===== config.mk =====
export PLATFORM = sky130hd
export DESIGN_NAME = wb_fwd_stage
export DESIGN_NICKNAME = d
export VERILOG_FILES = /design/src/rtl/wb_fwd_pkg.sv /design/src/rtl/wb_stage_reg.sv /design/src/rtl/wb_value_mux.sv /design/src/rtl/wb_operand_fwd.sv /design/src/rtl/wb_fwd_stage.sv
export SDC_FILE = /design/constraint.sdc
export NUM_CORES = 1
export LEC_CHECK = 0
export CORE_MARGIN = 3
export CORE_UTILIZATION = 44
export CTS_CLUSTER_DIAMETER = 60
export DETAILED_ROUTE_END_ITERATION = 8
export GPL_TIMING_DRIVEN = 1
export PLACE_DENSITY_LB_ADDON = 0.08
export SLEW_MARGIN = 20
export SYNTH_ARGS = -nofsm -noshare
export SYNTH_HDL_FRONTEND = slang
export SYNTH_HIERARCHICAL = 1
export SYNTH_SLANG_ARGS = --single-unit
export TNS_END_PERCENT = 20

===== constraint.sdc =====
create_clock -name clk -period 3.7 [get_ports clk]
set_clock_uncertainty 0.2 [all_clocks]
set_input_delay 0.555 -clock clk [delete_from_list [all_inputs] [get_ports clk]]
set_output_delay 0.555 -clock clk [all_outputs]
set_load 0.02 [all_outputs]

===== src/rtl/wb_fwd_pkg.sv =====
`timescale 1ns/10ps
package wb_fwd_pkg;
  typedef enum logic [1:0] {
    WB_ALU  = 2'd0,
    WB_LOAD = 2'd1,
    WB_PC4  = 2'd2,
    WB_CSR  = 2'd3
  } wb_sel_e;

  function automatic logic sel_forwardable(input logic [1:0] sel);
    return (wb_sel_e'(sel) == WB_ALU) || (wb_sel_e'(sel) == WB_PC4);
  endfunction
endpackage


===== src/rtl/wb_stage_reg.sv =====
`timescale 1ns/10ps
module wb_stage_reg #(
  parameter int XLEN = 32,
  parameter int AW   = 5
) (
  input  logic            clk,
  input  logic            rst_n,
  input  logic            flush,
  input  logic [XLEN-1:0] in_alu,
  input  logic [XLEN-1:0] in_pc4,
  input  logic [XLEN-1:0] in_load,
  input  logic [XLEN-1:0] in_csr,
  input  logic [AW-1:0]   in_rd,
  input  logic [1:0]      in_sel,
  input  logic            in_wen,
  output logic [XLEN-1:0] q_alu,
  output logic [XLEN-1:0] q_pc4,
  output logic [XLEN-1:0] q_load,
  output logic [XLEN-1:0] q_csr,
  output logic [AW-1:0]   q_rd,
  output logic [1:0]      q_sel,
  output logic            q_wen
);
  always_ff @(posedge clk or negedge rst_n) begin
    if (!rst_n) begin
      q_alu  <= '0;
      q_pc4  <= '0;
      q_load <= '0;
      q_csr  <= '0;
      q_rd   <= '0;
      q_sel  <= '0;
      q_wen  <= 1'b0;
    end else begin
      q_alu  <= in_alu;
      q_pc4  <= in_pc4;
      q_load <= in_load;
      q_csr  <= in_csr;
      q_rd   <= in_rd;
      q_sel  <= in_sel;
      q_wen  <= in_wen && !flush;
    end
  end


  flush_kill_chk: assert property (@(posedge clk) disable iff (!rst_n)
    flush |=> !q_wen);
endmodule


===== src/rtl/wb_value_mux.sv =====
`timescale 1ns/10ps
module wb_value_mux
  import wb_fwd_pkg::*;
#(
  parameter int XLEN = 32
) (
  input  logic [1:0]      sel,
  input  logic [XLEN-1:0] alu,
  input  logic [XLEN-1:0] load,
  input  logic [XLEN-1:0] pc4,
  input  logic [XLEN-1:0] csr,
  output logic [XLEN-1:0] y
);
  always_comb begin
    unique case (wb_sel_e'(sel))
      WB_ALU:  y = alu;
      WB_LOAD: y = load;
      WB_PC4:  y = pc4;
      default: y = csr;
    endcase
  end
endmodule


===== src/rtl/wb_operand_fwd.sv =====
`timescale 1ns/10ps
module wb_operand_fwd #(
  parameter int XLEN = 32,
  parameter int AW   = 5
) (
  input  logic            clk,
  input  logic            rst_n,
  input  logic [AW-1:0]   rs,
  input  logic [XLEN-1:0] rf_data,
  input  logic            mem_wen,
  input  logic [AW-1:0]   mem_rd,
  input  logic [XLEN-1:0] mem_val,
  input  logic            mem_ok,
  input  logic            wb_wen,
  input  logic [AW-1:0]   wb_rd,
  input  logic [XLEN-1:0] wb_val,
  output logic [XLEN-1:0] opnd,
  output logic            hazard
);
  logic rs_zero, mem_match, wb_match;

  assign rs_zero   = (rs == '0);
  assign mem_match = mem_wen && (mem_rd == rs) && !rs_zero;
  assign wb_match  = wb_wen && (wb_rd == rs) && !rs_zero;
  assign hazard    = mem_match && !mem_ok;

  always_comb begin
    if (rs_zero)                  opnd = '0;
    else if (mem_match && mem_ok) opnd = mem_val;
    else if (wb_match)            opnd = wb_val;
    else                          opnd = rf_data;
  end


  zero_src_chk: assert property (@(posedge clk) disable iff (!rst_n)
    (rs == '0) |-> (opnd == '0));

  mem_prio_chk: assert property (@(posedge clk) disable iff (!rst_n)
    (mem_wen && mem_ok && mem_rd == rs && rs != '0) |-> (opnd == mem_val));

  stall_cause_chk: assert property (@(posedge clk) disable iff (!rst_n)
    hazard |-> (mem_wen && !mem_ok && mem_rd != '0));
endmodule


===== src/rtl/wb_fwd_stage.sv =====
`timescale 1ns/10ps
module wb_fwd_stage
  import wb_fwd_pkg::*;
#(
  parameter int XLEN = 32,
  parameter int NREG = 32,
  localparam int AW  = $clog2(NREG),
  localparam int NOP = 2
) (
  input  logic            clk,
  input  logic            rst_n,
  input  logic            flush,
  input  logic [XLEN-1:0] em_alu,
  input  logic [XLEN-1:0] em_pc,
  input  logic [AW-1:0]   em_rd,
  input  logic [1:0]      em_wbsel,
  input  logic            em_wen,
  input  logic [XLEN-1:0] mem_rdata,
  input  logic [XLEN-1:0] csr_rdata,
  input  logic [AW-1:0]   ex_rs1,
  input  logic [AW-1:0]   ex_rs2,
  input  logic [XLEN-1:0] rf_rs1_data,
  input  logic [XLEN-1:0] rf_rs2_data,
  output logic            rf_we,
  output logic [AW-1:0]   rf_waddr,
  output logic [XLEN-1:0] rf_wdata,
  output logic [XLEN-1:0] fwd_rs1,
  output logic [XLEN-1:0] fwd_rs2,
  output logic            stall_req
);
  logic [XLEN-1:0] em_pc4, mem_val;
  logic            mem_ok;
  logic [XLEN-1:0] mw_alu, mw_pc4, mw_load, mw_csr;
  logic [AW-1:0]   mw_rd;
  logic [1:0]      mw_sel;
  logic            mw_wen;

  assign em_pc4  = em_pc + XLEN'(4);
  assign mem_ok  = sel_forwardable(em_wbsel);
  assign mem_val = (wb_sel_e'(em_wbsel) == WB_PC4) ? em_pc4 : em_alu;

  wb_stage_reg #(.XLEN(XLEN), .AW(AW)) u_mw (
    .clk(clk), .rst_n(rst_n), .flush(flush),
    .in_alu(em_alu), .in_pc4(em_pc4), .in_load(mem_rdata), .in_csr(csr_rdata),
    .in_rd(em_rd), .in_sel(em_wbsel), .in_wen(em_wen),
    .q_alu(mw_alu), .q_pc4(mw_pc4), .q_load(mw_load), .q_csr(mw_csr),
    .q_rd(mw_rd), .q_sel(mw_sel), .q_wen(mw_wen)
  );

  wb_value_mux #(.XLEN(XLEN)) u_wbmux (
    .sel(mw_sel), .alu(mw_alu), .load(mw_load), .pc4(mw_pc4), .csr(mw_csr),
    .y(rf_wdata)
  );

  assign rf_we    = mw_wen && (mw_rd != '0);
  assign rf_waddr = mw_rd;

  logic [NOP-1:0][AW-1:0]   src_rs;
  logic [NOP-1:0][XLEN-1:0] src_rf, src_out;
  logic [NOP-1:0]           src_haz;

  assign src_rs[0] = ex_rs1;
  assign src_rs[1] = ex_rs2;
  assign src_rf[0] = rf_rs1_data;
  assign src_rf[1] = rf_rs2_data;

  for (genvar i = 0; i < NOP; i++) begin : g_src
    wb_operand_fwd #(.XLEN(XLEN), .AW(AW)) u_fwd (
      .clk(clk), .rst_n(rst_n),
      .rs(src_rs[i]), .rf_data(src_rf[i]),
      .mem_wen(em_wen), .mem_rd(em_rd), .mem_val(mem_val), .mem_ok(mem_ok),
      .wb_wen(mw_wen), .wb_rd(mw_rd), .wb_val(rf_wdata),
      .opnd(src_out[i]), .hazard(src_haz[i])
    );
  end

  assign fwd_rs1   = src_out[0];
  assign fwd_rs2   = src_out[1];
  assign stall_req = |src_haz;


  capture_chk: assert property (@(posedge clk) disable iff (!rst_n)
    (em_wen && !flush && em_rd != '0) |=> (rf_we && rf_waddr == $past(em_rd)));

  load_pick_chk: assert property (@(posedge clk) disable iff (!rst_n)
    (em_wbsel == 2'd1) |=> (rf_wdata == $past(mem_rdata)));

  idle_nostall_chk: assert property (@(posedge clk) disable iff (!rst_n)
    (!em_wen || em_rd == '0) |-> !stall_req);
endmodule


# Yosys cells after proc, flatten, opt, wreduce, memory -nomap -nowiden
# Cells that the tools add are included.
# W data, S select, Z words.
[word_totals] regBits=136 input_bits=213 output_inout_bits=103 word_cells=48
[op_classes] n_addsub=1 eq_ne=7 muxes=8 reduce_logical=25
[op_table] cell="$mux W32" n=7
[op_table] cell="$pmux W32 S3" n=1
[op_table] cell="$add A32 B3 Y32 const B" n=1
[op_table] cell="$eq A5 B5 Y1" n=4
[op_table] cell="$logic_and A1 B1 Y1" n=14
[op_table] cell="$logic_not A5 Y1" n=2
[op_table] cell="$reduce_bool A5 Y1" n=1
[op_table] cell="$eq A2 B2 Y1 const B" n=2
[op_table] cell="$logic_not A1 Y1" n=4
[op_table] cell="$logic_not A2 Y1" n=2
[op_table] cell="$eq A2 B1 Y1 const B" n=1
[op_table] cell="$reduce_or A2 Y1" n=1
[op_table] cell="$logic_or A1 B1 Y1" n=1

# Logic depth before layout (Yosys ltp)
# Gate-level depths: netlist (run 1).
[depth] depth_word=6 ltp_mapped=8 depth_no_buf=7

# Hierarchy
# Netlist (run 1), hierarchy kept.
[modules_own_cells] mod="wb_stage_reg" instances=1 cells_each=137 area_per_inst_um2=3417.0
[modules_own_cells] mod="wb_operand_fwd" instances=2 cells_each=176 area_per_inst_um2=1064.8
[modules_own_cells] mod="wb_fwd_stage" instances=1 cells_each=190 area_per_inst_um2=1158.6
[modules_own_cells] mod="wb_value_mux" instances=1 cells_each=39 area_per_inst_um2=814.5

# Worst setup path after synthesis (run 1)
# Ideal clock, no wire load.
[synth_timing] path_kind="in2out" from="in em_pc[2]" to="out fwd_rs1[24]" arrival_time_ps=2524 setup_slack_ps=421 cell_stages=8 n_path_buf=1 cell_sequence="ha_1 > nand4_1 > or4_4 > buf_6 > or3_1 > a31oi_1 > o31ai_1 > a31oi_1"
[synth_via] elab_chain_len=4
[synth_rtl] item="start, declared" line="wb_fwd_stage.sv:14" source="input logic [XLEN-1:0] em_pc,"
[synth_rtl] item="$add A32 B3 Y32" line="wb_fwd_stage.sv:38" source="assign em_pc4 = em_pc + XLEN'(4);"
[synth_rtl] item="$mux W32" line="wb_fwd_stage.sv:40" source="assign mem_val = (wb_sel_e'(em_wbsel) == WB_PC4) ? em_pc4 : em_alu;"
[synth_rtl] item="named net mem_val[24]" line="wb_fwd_stage.sv:31" source="logic [XLEN-1:0] em_pc4, mem_val;"
[synth_rtl] item="$mux W32" line="wb_operand_fwd.sv:29" source="else if (mem_match && mem_ok) opnd = mem_val;"
[synth_rtl] item="$mux W32" line="wb_operand_fwd.sv:28" source="if (rs_zero) opnd = '0;"
[synth_rtl] item="end, declared" line="wb_fwd_stage.sv:27" source="output logic [XLEN-1:0] fwd_rs1,"
# The timed path passes the listed nets, and every way through them passes these cells.

# Worst setup path in the final report (run 1)
[layout_timing] from="in em_pc[12]" to="out fwd_rs2[19]"
[layout_via] elab_chain_len=4
[layout_rtl] item="$add A32 B3 Y32" line="wb_fwd_stage.sv:38"
[layout_rtl] item="$mux W32" line="wb_fwd_stage.sv:40"
[layout_rtl] item="named net mem_val[19]" line="wb_fwd_stage.sv:31"
[layout_rtl] item="$mux W32" line="wb_operand_fwd.sv:29"
[layout_rtl] item="$mux W32" line="wb_operand_fwd.sv:28"
[layout_rtl] item="end, declared" line="wb_fwd_stage.sv:28" source="output logic [XLEN-1:0] fwd_rs2,"
# The timed path passes the listed nets, and every way through them passes these cells.

==> results of run 1 <==
path summary, 6_finish.rpt:
path,slack (ns),endpoint,cells past startpoint,from
hold / removal,0.24,u_mw/q_pc4[3]$_DFF_PN0_,2,em_pc[2]
setup / recovery,0.001,fwd_rs2[19],10,em_pc[12]
max in group asynchronous,2.04,u_mw/q_pc4[17]$_DFF_PN0_,3,rst_n
min in group asynchronous,0.52,u_mw/q_alu[9]$_DFF_PN0_,2,rst_n
cell usage after synthesis, types with 4 or more instances:
library cell  count  share of area, %
a31oi_1          78               6.5
and4_1            6              0.70
buf_2             8              0.53
buf_6             8               1.2
clkbuf_1         49               2.4
dfrtp_1         136                45
inv_1             7              0.35
mux2_2           10               1.5
mux4_2           30               9.0
nand2_1          45               2.2
nand3_1          75               5.0
nand4_1          16               1.3
nor2_1           17              0.85
nor3_1            4              0.27
o21ai_0          62               4.1
o21ai_1          12              0.80
o31ai_1          67               6.7
or4_1             6              0.60
xnor2_1          26               3.0
xor2_1            8              0.93
per-layer routing:
| metal | GRT usage [%] | routed length [um] | share of wire (%) | vias to the layer above |
|---|---|---|---|---|
| met5 | 0 | 0 | 0 | - |
| met4 | 14.67 | 1190 | 3.7 | 0 |
| met3 | 8.787 | 3283 | 10 | 106 |
| met2 | 54.38 | 15220 | 47 | 566 |
| met1 | 44.43 | 12650 | 39 | 3935 |
| li1 | - | - | - | 3535 |
kinds of logic (layout without fill, tap and decap cells):
logic type	count (synthesis)	after routing	synth area share, %
compound gates	227	227	19.18
xor+xnor	34	34	3.960
fa+ha+maj	1	1	0.1664
buf+inv	79	473	5.691
flops	136	136	45.26
mux	42	42	11.18
other cells	0	5	0
simple gates	199	199	14.56
what timing repair did:
action | 4_1_cts | 5_1_grt
resized for setup | 216 | 36
setup buffers | 1 | 2
pin swaps | 15 | 7
hold buffers | 1 | 0
endpoints found under the setup margin | 65 | 30
hold endpoints to repair | 9 | 0
report_power, final:
group / internal, W / switching, W / total [W]
Clock: 0.00122 / 0.000636 / 0.00185
Combinational: 0.000542 / 0.000551 / 0.00109
Sequential: 0.00157 / 0.0000358 / 0.00160
Total: 0.00332 / 0.00122 / 0.00455
stage by stage:
step / util, % / instance area (um^2) / hold slack (ns)
after CTS: 74.47 / 12390 / 0.2277
after global placement: 70.48 / 11730 / 0.4376
after global routing: 74.66 / 12430 / 0.2237
final: 74.71 / 12430 / 0.2371
after floorplan: - / 7520 / 0.05941
after detailed placement: 70.48 / 11730 / 0.4403
final cells by class:
| cell class | count | area share, % |
|---|---|---|
| timing repair buffer | 435 | 33.52 |
| clock buffer | 21 | 3.623 |
| multi-input combinational | 503 | 31.39 |
| sequential | 136 | 27.39 |
| clock inverter | 10 | 1.550 |
| inverter | 7 | 0.2113 |
| antenna | 5 | 0.1006 |
| tap | 220 | 2.214 |
state kept, by name, indices dropped and copies added, names as in the netlist:
name / cells
u_mw/q_alu: 32
u_mw/q_csr: 32
u_mw/q_load: 32
u_mw/q_pc4: 32
u_mw/q_rd: 5
u_mw/q_sel: 2
u_mw/q_wen: 1
==> reports/qor.csv, run 1 <==
stage,metric,value,unit
logic_synthesis,syn-mean-instance-area,10.47,um^2
cells_and_area,fillers,1203,
cells_and_area,instances_no_fill,1337,
route,vias_per_cell,6.090,
cells_and_area,seqCellArea,3406,um^2
worst_setup_path,critPathLaunchType,primary input,
sta,final-hold-violation-count,0,
sta,setup_tns,0,ns
sta,maxSlewViolCount,0,
sta,fin_crit,3.699,ns
logic_synthesis,synth_nets,932,
worst_setup_path,cp_max_fo,7,
route,drc_errors,0,
placed_design,place.gp.congestion,0.9145,
route,avgRoutedWirePerCell,24.19,um
cells_and_area,fin_nets,1314,
logic_synthesis,ys_warn_count,6,
floorplanning,die_width,136.7,um
worst_setup_path,cp.arrival,2.94,ns
floorplanning,rows,47,
logic_synthesis,synth_cells,718,
cells_and_area,area_delta_synth_final,65.34,%
worst_setup_path,timing_worst_setup_path_type,primary input to output port,
run_status,run_status,"complete, no violations",
power_and_ir_drop,power,0.004547,W
route,num_vias,8142,
clock_network,cts_num_sinks,136,
cells_and_area,drive_above_1_share,24.37,%
global_route,grt_overflow,0,
logic_synthesis,ys_types,48,
cells_and_area,multi_input_area,3902,um^2
global_route,antenna_found_initial,2,
cells_and_area,final_cell_mix,"clkdlybuf4s50_1, dfrtp_1, buf_4",
logic_synthesis,synth_area,7520,um^2
job,drv_cap,0,
worst_setup_path,crit_chain,dlygate4sd2_1 > nand4_4 > buf_4 > nor4_4 > buf_6 > or3b_2 > a31oi_1 > o31ai_1 > a31oi_1 > clkdlybuf4s15_1,
clock_network,cts.reportedPaths.clkPinSlew,0.06,ns
sta,fmax,270.4,MHz
global_route,grt_usage,34.17,%
worst_setup_path,path_buf_inv,4,
sta,period_share,99.96,%
floorplanning,io_pins,316,
floorplanning,start_util,45.18,%
worst_setup_path,max_stage_delay,0.46,ns
clock_network,cts_buffers,17,
power_and_ir_drop,vdd_drop_max,0.3261,mV
logic_synthesis,ys_seq_area_share,45.26,%
clock_network,cts_tree,yes,
worst_setup_path,cp-end-kind,output port,
sta,setup_viol,0,
logic_synthesis,synth_edf_count,0,
clock_network,clock_path_buffers,2,
route,drt_iter0_drc,837,
floorplanning,die_area,18700,um^2
cells_and_area,mostFrequentLayoutCell,clkdlybuf4s50_1,
placed_design,hpwlAfterDp,22580,um
worst_setup_path,path_delay_family,buffers and inverters,
global_route,grt_pass1_wl,47780,um
logic_synthesis,ys.flop_type,dfrtp_1,
power_and_ir_drop,p_leak,5.049,nW
placed_design,dp_cells,1298,
route,drtAntennaViolNets,0,
floorplanning,core-area,16640,um^2
hold_path,hold_path.class,primary input to flip-flop,
worst_setup_path,cp_common_cell,a31oi_1,
power_and_ir_drop,power.density,365.7,nW/um^2
route,drt-pass1-iter-count,6,
logic_synthesis,synthArstFlopShare,100.0,%
global_route,grt_pass1_vias,8042,
worst_setup_path,worst_path_max_delay_cell,or3b_2,
worst_setup_path,critPathRequiredTime,2.94,ns
sta,max_slew_margin,48.27,%
clock_network,htreeDepth,4,
placed_design,place_ws,-0.6842,ns
clock_network,cts_root_buffer,clkbuf_16,
logic_synthesis,ys_ff_latch,136,
route,wl,32340,um
floorplanning,die_h,136.7,um
sta,worst_pin_slew,0.7760,ns
sta,rsz0062_at_grt,yes,
placed_design,numPortBuffers,315,
global_route,grt_max_degree,86,
sta,setup_slack,0.001471,ns
Note: power is estimated with default switching activity, not from simulation.
==> inputs of run 2 (changes only) <==
SETUP_SLACK_MARGIN = 0.5   (was not set)
==> reports/qor.csv, run 2 (synthesis gave the netlist of run 1 again) <==
stage,metric,value,unit,change
worst_setup_path,crit_chain,buf_8 > nand4_4 > or4_4 > buf_6 > or4_4 > a31oi_4 > buf_6 > o31ai_2 > a31oi_1 > buf_4,,was dlygate4sd2_1 > nand4_4 > buf_4 > nor4_4 > buf_6 > or3b_2 > a31oi_1 > o31ai_1 > a31oi_1 > clkdlybuf4s15_1
clock_network,htreeDepth,4,,unchanged
worst_setup_path,critPathLaunchType,primary input,,unchanged
power_and_ir_drop,clockPowerShare,38.9,%,was 40.7%
route,drc_errors,0,,unchanged
worst_setup_path,crit_end,fwd_rs1[28],,was fwd_rs2[19]
sta,max_slew_margin,63.43,%,was 48.27%
cells_and_area,area_delta_synth_final,70.85,%,was 65.34%
route,drt_iter0_drc,756,,was 837
sta,maxSlewViolCount,0,,unchanged
power_and_ir_drop,p_seq_share,35.8,%,was 35.2%
worst_setup_path,path_delay_family,simple AND/OR/NAND/NOR gates,,was buffers and inverters
sta,fin_crit,3.446,ns,was 3.699 ns
job,drv_cap,0,,unchanged
placed_design,numPortBuffers,315,,unchanged
power_and_ir_drop,p_int,0.003184,W,was 0.003324 W
floorplanning,start_util,45.18,%,unchanged
worst_setup_path,cp.arrival,2.69,ns,was 2.94 ns
sta,rsz0062_at_grt,yes,,unchanged
cells_and_area,final_core_util,77.20,%,was 74.71%
floorplanning,core-area,16640,um^2,unchanged
clock_network,cts.reportedPaths.clkPinSlew,0.06,ns,about the same
worst_setup_path,cp_max_fo,5,,was 7
route,num_vias,8295,,"was 8,142"
global_route,grt_pass1_vias,8387,,"was 8,042"
placed_design,dp_cells,1295,,"was 1,298"
worst_setup_path,critPathLaunch,em_pc[11],,was em_pc[12]
sta,final-hold-violation-count,0,,unchanged
placed_design,hpwlAfterDp,22380,um,"was 22,580 um"
sta,fmax,290.2,MHz,was 270.4 MHz
cells_and_area,instances_no_fill,1354,,"was 1,337"
route,drt-pass1-iter-count,5,,was 6
global_route,antenna_found_initial,2,,unchanged
sta,setup_viol,0,,unchanged
worst_setup_path,path_buf_inv,4,,unchanged
global_route,grt_usage,34.46,%,was 34.17%
sta,worst_pin_slew,0.5486,ns,was 0.7760 ns
sta,period_share,93.12,%,was 99.96%
route,wl,32780,um,"was 32,340 um"
worst_setup_path,cp.depth,10,,unchanged
route,avgRoutedWirePerCell,24.21,um,was 24.19 um
worst_setup_path,worst_path_max_delay_cell,or4_4,,was or3b_2
power_and_ir_drop,vdd_drop_max,0.3425,mV,was 0.3261 mV
worst_setup_path,cp-end-kind,output port,,unchanged
cells_and_area,fin_nets,1333,,"was 1,314"
floorplanning,die_area,18700,um^2,unchanged
floorplanning,die_width,136.7,um,unchanged
cells_and_area,drive_above_1_share,31.89,%,was 24.37%
global_route,grt_pass1_wl,48420,um,"was 47,780 um"
power_and_ir_drop,power_frac_comb,25.3,%,was 24.0%
hold_path,hold_path.class,primary input to flip-flop,,unchanged
power_and_ir_drop,p_sw,0.001281,W,was 0.001223 W
cells_and_area,mostFrequentLayoutCell,clkdlybuf4s50_1,,unchanged
clock_network,cts_buffers,17,,unchanged
run_status,run_status,"complete, no violations",,unchanged
worst_setup_path,max_stage_delay,0.60,ns,was 0.46 ns
power_and_ir_drop,swShare,28.69,%,was 26.89%
power_and_ir_drop,power.density,347.5,nW/um^2,was 365.7 nW/um^2
cells_and_area,fillers,1141,,"was 1,203"
clock_network,cts_tree,yes,,unchanged
cells_and_area,final_cell_mix,"clkdlybuf4s50_1, dfrtp_1, buf_4",,unchanged
floorplanning,die_h,136.7,um,unchanged
global_route,grt_overflow,0,,unchanged
global_route,grt_max_degree,59,,was 86
clock_network,cts_root_buffer,clkbuf_16,,unchanged
floorplanning,io_pins,316,,unchanged
route,vias_per_cell,6.126,,was 6.090
power_and_ir_drop,p_leak,5.140,nW,was 5.049 nW
clock_network,clock_path_buffers,2,,unchanged
placed_design,place.gp.congestion,0.8659,,was 0.9145
route,drtAntennaViolNets,0,,unchanged
clock_network,cts_num_sinks,136,,unchanged
worst_setup_path,timing_worst_setup_path_type,primary input to output port,,unchanged
floorplanning,rows,47,,unchanged
worst_setup_path,critPathRequiredTime,2.94,ns,about the same
==> run 2: changes by cell type in the layout (fill, tap and decap cells not counted), sizes merged, moves of 9 or more <==
cell           previous run  this run
clkdlybuf4s15             5        41
clkdlybuf4s50           222       208
buf                     144       182
dlygate4sd2              47        16
dlymetal6s2s              9         0
==> run 2: worst min-delay path by stage <==
stage               slack (ns)  cells after the start      from                        to
floorplan                 0.06                      0     rst_n   u_mw/q_alu[0]$_DFF_PN0_
global placement          0.34                      1     rst_n  u_mw/q_load[9]$_DFF_PN0_
detailed placement        0.34                      1     rst_n   u_mw/q_alu[9]$_DFF_PN0_
CTS                       0.17                      2  em_pc[3]   u_mw/q_pc4[3]$_DFF_PN0_
global route              0.17                      2  em_pc[2]   u_mw/q_pc4[3]$_DFF_PN0_
finish                    0.18                      2  em_pc[3]   u_mw/q_pc4[3]$_DFF_PN0_
==> run 2: metrics by stage <==
step	TNS (ns)	cell area (um^2)	hold slack [ns]	worst slack, ns	power, W
6_report	0	12850	0.1776	0.2544	0.004465
5_1_grt	0	12850	0.1705	0.1867	0.004619
4_1_cts	0	12650	0.1694	0.2522	0.004452
3_5_place_dp	-22.52	11650	0.3443	-0.6838	0.002713
3_3_place_gp	-20.75	11650	0.3416	-0.6480	0.002704
2_1_floorplan	0	7532	0.05941	0.4206	0.002047
==> run 2: cell type report <==
class,instances,area (um^2),share of cell area [%]
Antenna cell,2,5.005,0.03896
Clock inverter,11,135.1,1.052
Multi-Input combinational cell,503,4114,32.02
Inverter,7,26.28,0.2045
Clock buffer,21,470.5,3.662
Tap cell,220,275.3,2.143
Timing Repair Buffer,454,4415,34.37
Sequential cell,136,3406,26.51
==> run 2: power by group through the flow <==
stage                     sequential, W  clock [W]  combinational [W]
after floorplan                 0.00161          0           0.000437
after global placement          0.00162          0            0.00108
after detailed placement        0.00162          0            0.00109
after CTS                       0.00160    0.00176            0.00109
after global routing            0.00160    0.00183            0.00118
final                           0.00160    0.00174            0.00113
==> run 2: timing repair <==
item	CTS	global route
hold endpoints to repair	56	0
gates resized for setup	457	41
setup buffers	15	5
pin swaps	38	14
hold buffers	1	0
endpoints found under the setup margin	69	89
cloned	3	1
==> run 2: routing by layer <==
layer	vias to the layer above	GRT usage (%)	part of all wire (%)	routed length, um
met5	-	0	0	0
met4	0	15.23	3.9	1292
met3	104	8.272	9.8	3204
met2	616	54.96	48	15610
met1	3997	44.88	39	12670
li1	3578	-	-	-
